<file path="config.mk">
export PLATFORM = sky130hd
export DESIGN_NAME = hzu_top
export DESIGN_NICKNAME = d
export VERILOG_FILES = /design/src/rtl/hzu_pkg.sv /design/src/rtl/hzu_opnd_select.sv /design/src/rtl/hzu_rf_bypass.sv /design/src/rtl/hzu_load_guard.sv /design/src/rtl/hzu_top.sv
export SDC_FILE = /design/constraint.sdc
export NUM_CORES = 1
export LEC_CHECK = 0
export CELL_PAD_IN_SITES_DETAIL_PLACEMENT = 2
export CELL_PAD_IN_SITES_GLOBAL_PLACEMENT = 2
export CORE_UTILIZATION = 32
export DETAILED_ROUTE_END_ITERATION = 8
export DONT_BUFFER_PORTS = 1
export PLACE_DENSITY = 0.88
export SYNTH_ARGS = -nofsm -noshare
export SYNTH_HDL_FRONTEND = slang
export SYNTH_SLANG_ARGS = --single-unit
export TNS_END_PERCENT = 1
</file>
<file path="constraint.sdc">
create_clock -name vclk -period 2.9
set_input_delay 0.725 -clock vclk [all_inputs]
set_output_delay 0.725 -clock vclk [all_outputs]
set_load 0.02 [all_outputs]
</file>
<file path="src/rtl/hzu_pkg.sv">
package hzu_pkg;

    localparam int REG_IDX_W = 5;
    localparam int NUM_SRC   = 2;

    typedef logic [REG_IDX_W-1:0] reg_idx_t;

    typedef enum logic [1:0] {
        SRC_FILE = 2'b00,
        SRC_WB   = 2'b01,
        SRC_MEM  = 2'b10
    } opnd_src_e;

    typedef struct packed {
        logic     we;
        reg_idx_t idx;
    } dest_tag_t;

    // A later stage supplies a source only if it really writes a nonzero register
    function automatic logic tag_hits(dest_tag_t t, reg_idx_t src);
        return t.we && (t.idx != '0) && (t.idx == src);
    endfunction

endpackage

</file>
<file path="src/rtl/hzu_opnd_select.sv">
module hzu_opnd_select
    import hzu_pkg::*;
(
    input  reg_idx_t  src,
    input  dest_tag_t mem_tag,
    input  dest_tag_t wb_tag,
    output opnd_src_e sel
);
    always_comb begin
        if (tag_hits(mem_tag, src))
            sel = SRC_MEM;
        else if (tag_hits(wb_tag, src))
            sel = SRC_WB;
        else
            sel = SRC_FILE;
    end
endmodule

</file>
<file path="src/rtl/hzu_rf_bypass.sv">
module hzu_rf_bypass
    import hzu_pkg::*;
(
    input  reg_idx_t  src,
    input  dest_tag_t wb_tag,
    output logic      take_wb
);
    assign take_wb = tag_hits(wb_tag, src);
endmodule

</file>
<file path="src/rtl/hzu_load_guard.sv">
module hzu_load_guard
    import hzu_pkg::*;
(
    input  reg_idx_t  id_src [NUM_SRC],
    input  dest_tag_t ex_tag,
    input  logic      ex_load,
    input  logic      redirect,
    output logic      stall
);
    logic [NUM_SRC-1:0] hit;

    for (genvar s = 0; s < NUM_SRC; s++) begin : g_cmp
        assign hit[s] = tag_hits(ex_tag, id_src[s]);
    end

    // A redirect discards the decode instruction, so waiting for it is pointless
    assign stall = ex_load && (|hit) && !redirect;

    always_comb begin

        load_r0_chk: assert (!(stall && ex_tag.idx == '0));
    end
endmodule

</file>
<file path="src/rtl/hzu_top.sv">
module hzu_top
    import hzu_pkg::*;
(
    input  logic [4:0] id_rs1,
    input  logic [4:0] id_rs2,
    input  logic [4:0] ex_rs1,
    input  logic [4:0] ex_rs2,
    input  logic [4:0] ex_rd,
    input  logic       ex_we,
    input  logic       ex_load,
    input  logic [4:0] mem_rd,
    input  logic       mem_we,
    input  logic [4:0] wb_rd,
    input  logic       wb_we,
    input  logic       branch_taken,
    output logic [1:0] fwd_a,
    output logic [1:0] fwd_b,
    output logic       byp_rs1,
    output logic       byp_rs2,
    output logic       pc_hold,
    output logic       ifid_hold,
    output logic       idex_bubble,
    output logic       ifid_flush,
    output logic       idex_flush
);
    reg_idx_t  id_src [NUM_SRC];
    reg_idx_t  ex_src [NUM_SRC];
    opnd_src_e sel    [NUM_SRC];
    logic [NUM_SRC-1:0] byp;
    dest_tag_t ex_tag, mem_tag, wb_tag;
    logic      load_stall;

    assign id_src[0] = id_rs1;
    assign id_src[1] = id_rs2;
    assign ex_src[0] = ex_rs1;
    assign ex_src[1] = ex_rs2;
    assign ex_tag    = '{we: ex_we,  idx: ex_rd};
    assign mem_tag   = '{we: mem_we, idx: mem_rd};
    assign wb_tag    = '{we: wb_we,  idx: wb_rd};

    for (genvar s = 0; s < NUM_SRC; s++) begin : g_src
        hzu_opnd_select u_sel (
            .src     (ex_src[s]),
            .mem_tag (mem_tag),
            .wb_tag  (wb_tag),
            .sel     (sel[s])
        );
        hzu_rf_bypass u_byp (
            .src     (id_src[s]),
            .wb_tag  (wb_tag),
            .take_wb (byp[s])
        );
    end

    hzu_load_guard u_guard (
        .id_src   (id_src),
        .ex_tag   (ex_tag),
        .ex_load  (ex_load),
        .redirect (branch_taken),
        .stall    (load_stall)
    );

    assign fwd_a       = sel[0];
    assign fwd_b       = sel[1];
    assign byp_rs1     = byp[0];
    assign byp_rs2     = byp[1];
    assign pc_hold     = load_stall;
    assign ifid_hold   = load_stall;
    assign idex_bubble = load_stall;
    assign ifid_flush  = branch_taken;
    assign idex_flush  = branch_taken;

    always_comb begin

        fwd_code_chk: assert (fwd_a != 2'b11 && fwd_b != 2'b11);

        r0_fwd_chk: assert (!(ex_rs1 == '0 && fwd_a != 2'b00));

        mem_we_fwd_chk: assert (!(fwd_a == 2'b10 && !mem_we));

        flush_no_hold_chk: assert (!(ifid_flush && (pc_hold || idex_bubble)));

        hold_group_chk: assert (pc_hold == ifid_hold && ifid_hold == idex_bubble);

        byp_r0_chk: assert (!(byp_rs1 && id_rs1 == '0));
    end
endmodule

</file>
==> impl_table.tex, run 1 <==
\begin{tabular}{lr}
\hline
Metric & Value \\
\hline
\multicolumn{2}{l}{\textbf{Outcome}} \\
Result of the run & complete, but fails checks \\
Violations in the final reports & design-rule violations \\
\multicolumn{2}{l}{\textbf{Clocking}} \\
Hold Buf Count CTS & 0 \\
Quantity of gates resized following cts & 0 \\
Number of setup buffers added after CTS & 0 \\
\multicolumn{2}{l}{\textbf{Floorplan}} \\
Number of placed I/O pins & 51 \\
Row count & 14 \\
Area enclosed by the die boundary & 1940 sq um \\
Die X-Extent & 44.0 um \\
Placeable Area & 1580 sq um \\
Die Y & 44.0 um \\
Initial core utilization & 35.8\% \\
\multicolumn{2}{l}{\textbf{Flow run}} \\
Max Cap Viol & 0 \\
\multicolumn{2}{l}{\textbf{Setup path}} \\
Critical Path Fanout Max & 3 \\
Critical path start-end classification & primary input to output pin \\
Startpoint Class & primary input \\
Capturing element type of the critical path & output pin \\
Required @ worst endpoint & 2.17 ns \\
Data arrival at the endpoint of the critical path & 2.00 ns \\
\multicolumn{2}{l}{\textbf{STA}} \\
Setup violations, final & 0 \\
Number of pins exceeding their max-slew limit in the final report & 0 \\
Final-report hold violation count & 0 \\
Shortest period the worst path allows & 2.73 ns \\
Accumulated negative setup slack & 0 ns \\
Fmax & 0.367 GHz \\
Tcrit/Tclk final & 94.0\% \\
Unrepaired setup endpoints after global routing & false \\
Worst-Margin Slew & 0.428 ns \\
Remaining max-slew budget at the tightest pin & 71.2\% \\
Final hold slack & 1.45 ns \\
\multicolumn{2}{l}{\textbf{Yosys}} \\
Cells after synthesis & 74 \\
Post-Synthesis Cell Area & 564 sq um \\
Post-synthesis compound-gate area fraction & 4.21\% \\
Post-synthesis net count & 114 \\
Dominant combinational cell family by area after synthesis & XOR/XNOR gates \\
Synthesized-area fraction occupied by adder cells & 0\% \\
Sequential fraction of the synthesis area & 0\% \\
Simple-gate area share of the yosys netlist & 23.9\% \\
Count of unique library cells instantiated by Yosys & 15 \\
Mux contribution to synthesized area & 0\% \\
Average cell area after synthesis & 7.63 sq um \\
Xor-xnor portion of the synthesized cell area & 62.1\% \\
Yosys synthesis warning count & 0 \\
\multicolumn{2}{l}{\textbf{Power and ir drop}} \\
Sequential group share of total power & 0\% \\
Pint & 36.7 uW \\
Switching Share & 41.9\% \\
Comb power frac & 100.0\% \\
P\_leak & 0.000197 uW \\
Share of power burned in the clock network & 0\% \\
Power, Total & 63.3 uW \\
IR Drop Worst-Case VDD & 34.5 uV \\
Pwr per Cell Area & 109 nW/um\^{}2 \\
Switching power of the nets & 26.5 uW \\
\multicolumn{2}{l}{\textbf{Hold path}} \\
Cell count of the worst hold path & 0 \\
Worst Hold Class & primary input to output pin \\
End of the worst hold path & ifid\_flush \\
Start point of the worst hold path & branch\_taken \\
\multicolumn{2}{l}{\textbf{Drt}} \\
1st-iter DRT viols & 7 \\
Mean routed wirelength per cell & 18.9 um \\
Iteration count of the initial detailed-routing pass & 7 \\
Detail Route Antenna Nets & 0 \\
Via count & 490 \\
\# DRC & 3 \\
Total wire length after detailed routing & 1660 um \\
Number of vias per cell after detailed routing & 5.57 \\
\multicolumn{2}{l}{\textbf{Layout}} \\
Commonest cells after routing, fill and taps aside & xor2\_1 (24), xnor2\_1 (16), buf\_4 (7) \\
Share of layout cells above drive strength 1 & 13.9\% \\
Commonest non-fill, non-tap cell in the layout & xor2\_1 \\
Total Nets Final & 114 \\
Storage element area & 0 sq um \\
Clock Buffer Count & 0 \\
\# diodes & 0 \\
Number of flip-flops and latches & 0 \\
Area growth syn-to-layout & 3.10\% \\
\multicolumn{2}{l}{\textbf{Placement}} \\
Count of buffers inserted at the top-level ports & 0 \\
Global placement routability congestion & 0.675 \\
\multicolumn{2}{l}{\textbf{Global route}} \\
Total global routing track utilization & 18.6\% \\
Grt ovf & 0 \\
Antenna violations before repair & 0 \\
Global-route wire length before repair & 2710 um \\
Number of global-route vias before repair & 574 \\
Largest net degree at the start of global routing & 6 \\
\hline
\end{tabular}
## how the worst max path moves through the flow
stage	from	endpoint	slack (ns)	depth (start not counted)
2_1_floorplan	mem_rd[2]	fwd_a[0]	0.10	4
3_3_place_gp	mem_rd[2]	fwd_a[0]	0.24	5
3_5_place_dp	mem_rd[2]	fwd_b[0]	0.17	5
4_1_cts	mem_rd[2]	fwd_b[0]	0.17	5
5_1_grt	mem_rd[2]	fwd_b[0]	0.05	5
6_report	mem_rd[2]	fwd_a[0]	0.17	5
## cells in the mapped netlist, types with 2 or more instances
cell type	number	share of area (%)
xor2_1	24	37
xnor2_1	16	25
nand3_1	6	5.3
buf_2	5	4.4
or4_1	5	6.7
buf_4	4	5.3
nor4_1	4	4.4
nor3_1	2	1.8
nor4_2	2	4.4
## power groups by stage
stage          Sequential, uW  Combinational (uW)  Clock (uW)
4_1_cts                     0                64.2           0
2_1_floorplan               0                64.6           0
3_3_place_gp                0                60.6           0
3_5_place_dp                0                63.8           0
6_report                    0                63.3           0
5_1_grt                     0                70.9           0
## layout make-up
cell class	instances	area, sq um
repair buffers	7	52.6
well taps	16	20.0
multi-input cells	65	509
fillers	196	995
## layer usage
layer  global-route usage (%)  part of all wire (%)  vias to the layer above
li1                         -                     -                      244
met1                     25.7                    42                      225
met2                     32.5                    49                       21
met3                     2.50                   8.4                        0
met4                        0                     0                        0
met5                        0                     0                        -
## cells by family after synthesis
group           after synthesis
compound gates                4
xor+xnor                     40
buf+inv                       9
simple gates                 21
## through the flow
step	std cells	util, %	area (sq um)	setup slack [ns]
floorplan	74	-	564	0.102
global placement	88	36.9	582	0.239
detailed placement	88	36.9	582	0.171
CTS	88	36.9	582	0.173
global route	88	36.9	582	0.0508
finish	88	36.9	582	0.173
## critical path, stage by stage
cell and delay (ns):
or4_1 0.57, o21ai_2 0.16, nor4_1 0.09, nor4_2 0.28, buf_4 0.18
Note: power is estimated with default switching activity, not from simulation.
==> inputs of run 2 (changes only) <==
- ABC_AREA: default -> 1
- CORE_ASPECT_RATIO: default -> 0.7
- CORE_UTILIZATION: 32 -> 29
- PLACE_DENSITY: 0.88 -> 0.89
==> impl_table.tex, run 2 <==
\begin{tabular}{lr}
\hline
Metric & Value \\
\hline
\multicolumn{2}{l}{\textbf{Layout}} \\
Total Nets Final & 190 (+67\%) \\
Commonest non-fill, non-tap cell in the layout & nand2\_1 \\
Post-route core utilization & 33.2\% (-3.7 points) \\
Clock Buffer Count & 0 (unchanged) \\
Area growth syn-to-layout & 1.34\% \\
Storage element area & 0 sq um (unchanged) \\
Number of flip-flops and latches & 0 (unchanged) \\
Commonest cells after routing, fill and taps aside & nand2\_1 (53), inv\_1 (26), nor2\_1 (19) \\
\# diodes & 0 (unchanged) \\
Share of layout cells above drive strength 1 & 5.41\% (-8.5 points) \\
Final standard cell count with taps included and fillers excluded & 180 (+100\%) \\
\multicolumn{2}{l}{\textbf{Floorplan}} \\
Number of placed I/O pins & 51 (unchanged) \\
Initial core utilization & 32.7\% (-3.0 points) \\
Row count & 14 (unchanged) \\
Die Y & 44.4 um (+0.99\%) \\
Die X-Extent & 62.6 um (+42\%) \\
Placeable Area & 2280 sq um (+44\%) \\
Area enclosed by the die boundary & 2780 sq um (+44\%) \\
\multicolumn{2}{l}{\textbf{Yosys}} \\
Sequential fraction of the synthesis area & 0\% (unchanged) \\
Count of unique library cells instantiated by Yosys & 18 (+3) \\
Post-synthesis net count & 191 (+68\%) \\
Synth top cells by count & nand2\_1 (53), inv\_1 (26), nor2\_1 (19), xnor2\_1 (15), nand3\_1 (11) \\
Cells after synthesis & 151 (+100\%) \\
Top-count cell post-synth & nand2\_1 \\
Average cell area after synthesis & 4.94 sq um (-35\%) \\
Share of the synthesized area in the top cell type & 26.7\% (-11 points) \\
Cell accounting for the most synthesized area & nand2\_1 \\
Cell types with the largest area share after synthesis & nand2\_1 (27\%), xnor2\_1 (18\%), inv\_1 (13\%), nor2\_1 (9.6\%), nand3\_1 (7.4\%) \\
Post-Synthesis Cell Area & 746 sq um (+32\%) \\
Yosys synthesis warning count & 0 (unchanged) \\
\multicolumn{2}{l}{\textbf{Power and ir drop}} \\
Sequential group share of total power & 0\% (unchanged) \\
IR Drop Worst-Case VDD & 30.3 uV (-12\%) \\
Share of power burned in the clock network & 0\% (unchanged) \\
Switching power of the nets & 46.2 uW (+74\%) \\
P\_leak & 0.000437 uW (+120\%) \\
Pint & 40.2 uW (+9.3\%) \\
Comb power frac & 100.0\% (about the same) \\
Pwr per Cell Area & 114 nW/um\^{}2 (+5.1\%) \\
Switching Share & 53.5\% (+12 points) \\
\multicolumn{2}{l}{\textbf{Outcome}} \\
Result of the run & finished clean \\
\multicolumn{2}{l}{\textbf{STA}} \\
Final-report hold violation count & 0 (unchanged) \\
Fmax & 0.423 GHz (+15\%) \\
Shortest period the worst path allows & 2.36 ns (-0.365 ns) \\
Number of pins exceeding their max-slew limit in the final report & 0 (unchanged) \\
Setup violations, final & 0 (unchanged) \\
Worst-Margin Slew & 0.415 ns (-0.0130 ns) \\
Final hold slack & 1.45 ns (-0.000330 ns) \\
Accumulated negative setup slack & 0 ns (unchanged) \\
Remaining max-slew budget at the tightest pin & 72.2\% (+1.0 points) \\
Slack of the critical path & 0.538 ns (+0.365 ns) \\
Unrepaired setup endpoints after global routing & false \\
Tcrit/Tclk final & 81.4\% (-13 points) \\
\multicolumn{2}{l}{\textbf{Placement}} \\
Global placement routability congestion & 0.708 (+4.8\%) \\
Instance count after placement with tap cells included & 180 (+100\%) \\
Pre-CTS setup slack & 0.529 ns (+0.358 ns) \\
Half-perimeter wire length of the detailed placement result & 2450 um \\
Count of buffers inserted at the top-level ports & 0 (unchanged) \\
\multicolumn{2}{l}{\textbf{Global route}} \\
Antenna violations before repair & 0 (unchanged) \\
Grt ovf & 0 (unchanged) \\
Total global routing track utilization & 20.1\% (+1.5 points) \\
Largest net degree at the start of global routing & 7 (+1) \\
Number of global-route vias before repair & 939 (+64\%) \\
Global-route wire length before repair & 4370 um (+61\%) \\
\multicolumn{2}{l}{\textbf{Drt}} \\
1st-iter DRT viols & 28 (+21) \\
Via count & 866 (+77\%) \\
Iteration count of the initial detailed-routing pass & 3 (-4) \\
Mean routed wirelength per cell & 14.7 um (-22\%) \\
Total wire length after detailed routing & 2650 um (+60\%) \\
\# DRC & 0 (-3) \\
Number of vias per cell after detailed routing & 4.81 (-14\%) \\
Detail Route Antenna Nets & 0 (unchanged) \\
\multicolumn{2}{l}{\textbf{Hold path}} \\
Cell count of the worst hold path & 0 (unchanged) \\
Worst Hold Class & primary input to output pin \\
\multicolumn{2}{l}{\textbf{Clocking}} \\
Quantity of gates resized following cts & 0 (unchanged) \\
Hold Buf Count CTS & 0 (unchanged) \\
Number of setup buffers added after CTS & 0 (unchanged) \\
\multicolumn{2}{l}{\textbf{Setup path}} \\
Startpoint Class & primary input \\
Required @ worst endpoint & 2.17 ns (about the same) \\
Capturing element type of the critical path & output pin \\
Critical path start-end classification & primary input to output pin \\
Data arrival at the endpoint of the critical path & 1.64 ns (-0.36 ns) \\
Critical Path Fanout Max & 3 (unchanged) \\
\multicolumn{2}{l}{\textbf{Flow run}} \\
Max Cap Viol & 0 (unchanged) \\
\hline
\end{tabular}
run 2: changes by cell type after synthesis, moves of 18 or more:
cell | previous run | this run
nand2_1 | 1 | 53
inv_1 | 0 | 26
xor2_1 | 24 | 5
nor2_1 | 1 | 19
run 2: logic make-up after synthesis:
logic type	count (synthesis)	share of synthesized area, %
simple gates	93	51.8
buf+inv	35	22.6
xor+xnor	20	23.5
compound gates	3	2.01
run 2: metal layers:
metal  share of wire, %  global-route usage (%)
met1                 46                    25.3
met2                 49                    39.1
met3                4.1                    1.80
met4               0.72                    1.40
met5                  0                       0
run 2: layout make-up:
cell class         count  area [sq um]
fillers              317          1520
inverters             27           101
multi-input cells    116           577
well taps             32          40.0
repair buffers         5          37.5
run 2: worst paths after layout:
path / endpoint / startpoint
worst max-delay path: fwd_b[0] / mem_rd[2]
worst min-delay path: idex_flush / branch_taken
run 2: power groups by stage:
stage | sequential (uW) | combinational, uW | clock (uW)
final | 0 | 86.4 | 0
after global routing | 0 | 100 | 0
after CTS | 0 | 87.9 | 0
after detailed placement | 0 | 87.2 | 0
after global placement | 0 | 81.3 | 0
after floorplan | 0 | 81.9 | 0
run 2: worst max-delay path: stages:
cell,delay (ns)
inv_1,0.10
nand2_1,0.07
nand2_1,0.06
nor2_1,0.06
nand3_1,0.08
nor2_1,0.05
buf_4,0.16
nor2_1,0.33
run 2: through the flow:
step,cell area [sq um],power [uW]
floorplan,746,81.9
global placement,756,81.3
detailed placement,756,87.2
CTS,756,87.9
global route,756,100
finish,756,86.4
==> inputs of run 3 (changes only) <==
- CORE_UTILIZATION: 29 -> 26
- PLACE_DENSITY: 0.89 -> 0.84
- clock period: 2.9 -> 1.95 ns (I/O delays scaled with it)
==> impl_table.tex, run 3 (synthesis results as in run 2) <==
\begin{tabular}{lr}
\hline
Metric & Value \\
\hline
\multicolumn{2}{l}{\textbf{Clocking}} \\
Quantity of gates resized following cts & 0 (unchanged) \\
Number of setup buffers added after CTS & 0 (unchanged) \\
Hold Buf Count CTS & 0 (unchanged) \\
\multicolumn{2}{l}{\textbf{Global route}} \\
Largest net degree at the start of global routing & 7 (unchanged) \\
Antenna violations before repair & 0 (unchanged) \\
Number of global-route vias before repair & 924 (-1.6\%) \\
Grt ovf & 0 (unchanged) \\
Total global routing track utilization & 17.6\% (-2.4 points) \\
Global-route wire length before repair & 4210 um (-3.6\%) \\
\multicolumn{2}{l}{\textbf{Setup path}} \\
Capturing element type of the critical path & output pin \\
Critical path start-end classification & primary input to output pin \\
Critical Path Fanout Max & 3 (unchanged) \\
Required @ worst endpoint & 1.46 ns (-0.71 ns) \\
Startpoint Class & primary input \\
Data arrival at the endpoint of the critical path & 1.27 ns (-0.37 ns) \\
\multicolumn{2}{l}{\textbf{Layout}} \\
Storage element area & 0 sq um (unchanged) \\
Total Nets Final & 191 (+0.53\%) \\
Multi-input gate area & 577 sq um (unchanged) \\
Commonest non-fill, non-tap cell in the layout & nand2\_1 \\
Clock Buffer Count & 0 (unchanged) \\
\# diodes & 0 (unchanged) \\
Final standard cell count with taps included and fillers excluded & 183 (+1.7\%) \\
Area growth syn-to-layout & 2.68\% \\
Commonest cells after routing, fill and taps aside & nand2\_1 (53), inv\_1 (26), nor2\_1 (19) \\
Number of flip-flops and latches & 0 (unchanged) \\
Number of inserted filler cells in the final layout & 364 (+15\%) \\
Share of layout cells above drive strength 1 & 6.04\% (+0.63 points) \\
\multicolumn{2}{l}{\textbf{STA}} \\
Worst-Margin Slew & 0.386 ns (-0.0292 ns) \\
Setup violations, final & 0 (unchanged) \\
Number of pins exceeding their max-slew limit in the final report & 0 (unchanged) \\
Shortest period the worst path allows & 1.76 ns \\
Tcrit/Tclk final & 90.3\% \\
Accumulated negative setup slack & 0 ns (unchanged) \\
Final hold slack & 0.975 ns (-0.475 ns) \\
Remaining max-slew budget at the tightest pin & 74.2\% (+2.0 points) \\
Unrepaired setup endpoints after global routing & false \\
Fmax & 0.568 GHz \\
Final-report hold violation count & 0 (unchanged) \\
\multicolumn{2}{l}{\textbf{Drt}} \\
1st-iter DRT viols & 16 (-43\%) \\
\# DRC & 0 (unchanged) \\
Mean routed wirelength per cell & 13.7 um (-6.9\%) \\
Total wire length after detailed routing & 2510 um (-5.3\%) \\
Via count & 821 (-5.2\%) \\
Detail Route Antenna Nets & 0 (unchanged) \\
Iteration count of the initial detailed-routing pass & 5 (+2) \\
Number of vias per cell after detailed routing & 4.49 (-6.8\%) \\
\multicolumn{2}{l}{\textbf{Floorplan}} \\
Placeable Area & 2590 sq um (+14\%) \\
Number of placed I/O pins & 51 (unchanged) \\
Area enclosed by the die boundary & 3090 sq um (+11\%) \\
Row count & 15 (+1) \\
Die Y & 46.8 um (+5.4\%) \\
Die X-Extent & 66.0 um (+5.4\%) \\
Initial core utilization & 28.8\% (-4.0 points) \\
\multicolumn{2}{l}{\textbf{Power and ir drop}} \\
Pwr per Cell Area & 168 nW/um\^{}2 (+47\%) \\
P\_leak & 0.000443 uW (+1.2\%) \\
IR Drop Worst-Case VDD & 37.3 uV (+23\%) \\
\multicolumn{2}{l}{\textbf{Placement}} \\
Instance count after placement with tap cells included & 183 (+1.7\%) \\
Global placement routability congestion & 0.823 (+16\%) \\
Count of buffers inserted at the top-level ports & 0 (unchanged) \\
Half-perimeter wire length of the detailed placement result & 2360 um (-3.6\%) \\
\multicolumn{2}{l}{\textbf{Hold path}} \\
End of the worst hold path & ifid\_flush \\
Worst Hold Class & primary input to output pin \\
Start point of the worst hold path & branch\_taken \\
Cell count of the worst hold path & 0 (unchanged) \\
\multicolumn{2}{l}{\textbf{Flow run}} \\
Max Cap Viol & 0 (unchanged) \\
\multicolumn{2}{l}{\textbf{Outcome}} \\
Result of the run & finished clean \\
\hline
\end{tabular}
[run 3: final cells by class]
| cell class | count | area share (%) |
|---|---|---|
| Inverter | 27 | 13.2 |
| Multi-Input combinational cell | 116 | 75.3 |
| Timing Repair Buffer | 6 | 5.88 |
| Tap cell | 34 | 5.56 |
[run 3: routing by layer]
| metal | track usage, % | vias up | share of wire (%) |
|---|---|---|---|
| met1 | 25.7 | 361 | 48 |
| met4 | 0 | 0 | 0 |
| met2 | 28.8 | 23 | 44 |
| met3 | 3.40 | 0 | 8.1 |
| li1 | - | 437 | - |
| met5 | 0 | - | 0 |
[run 3: how the worst max path moves through the flow]
stage,from,to,cells past startpoint
finish,ex_rd[3],idex_bubble,7
global route,mem_rd[0],fwd_b[0],6
CTS,ex_rd[3],idex_bubble,7
detailed placement,ex_rd[3],idex_bubble,7
global placement,ex_rd[3],idex_bubble,7
floorplan,ex_rd[3],ifid_hold,7
[run 3: critical path, stage by stage]
cell	delay (ns)
inv_1	0.04
nand2_1	0.05
nand2_1	0.05
nor2_1	0.15
nand3_1	0.09
a21oi_1	0.16
buf_4	0.23
[run 3: power by group]
group	internal [uW]	switching (uW)
clock network	0	0
registers	0	0
logic	60.1	68.6
[run 3: metrics by stage]
step | utilization (%) | area (sq um) | setup slack, ns | power [uW]
floorplan | - | 746 | 0.0143 | 122
global placement | 29.6 | 766 | 0.247 | 122
detailed placement | 29.6 | 766 | 0.183 | 129
global route | 29.6 | 766 | 0.0988 | 149
finish | 29.6 | 766 | 0.189 | 129
CTS | 29.6 | 766 | 0.181 | 131
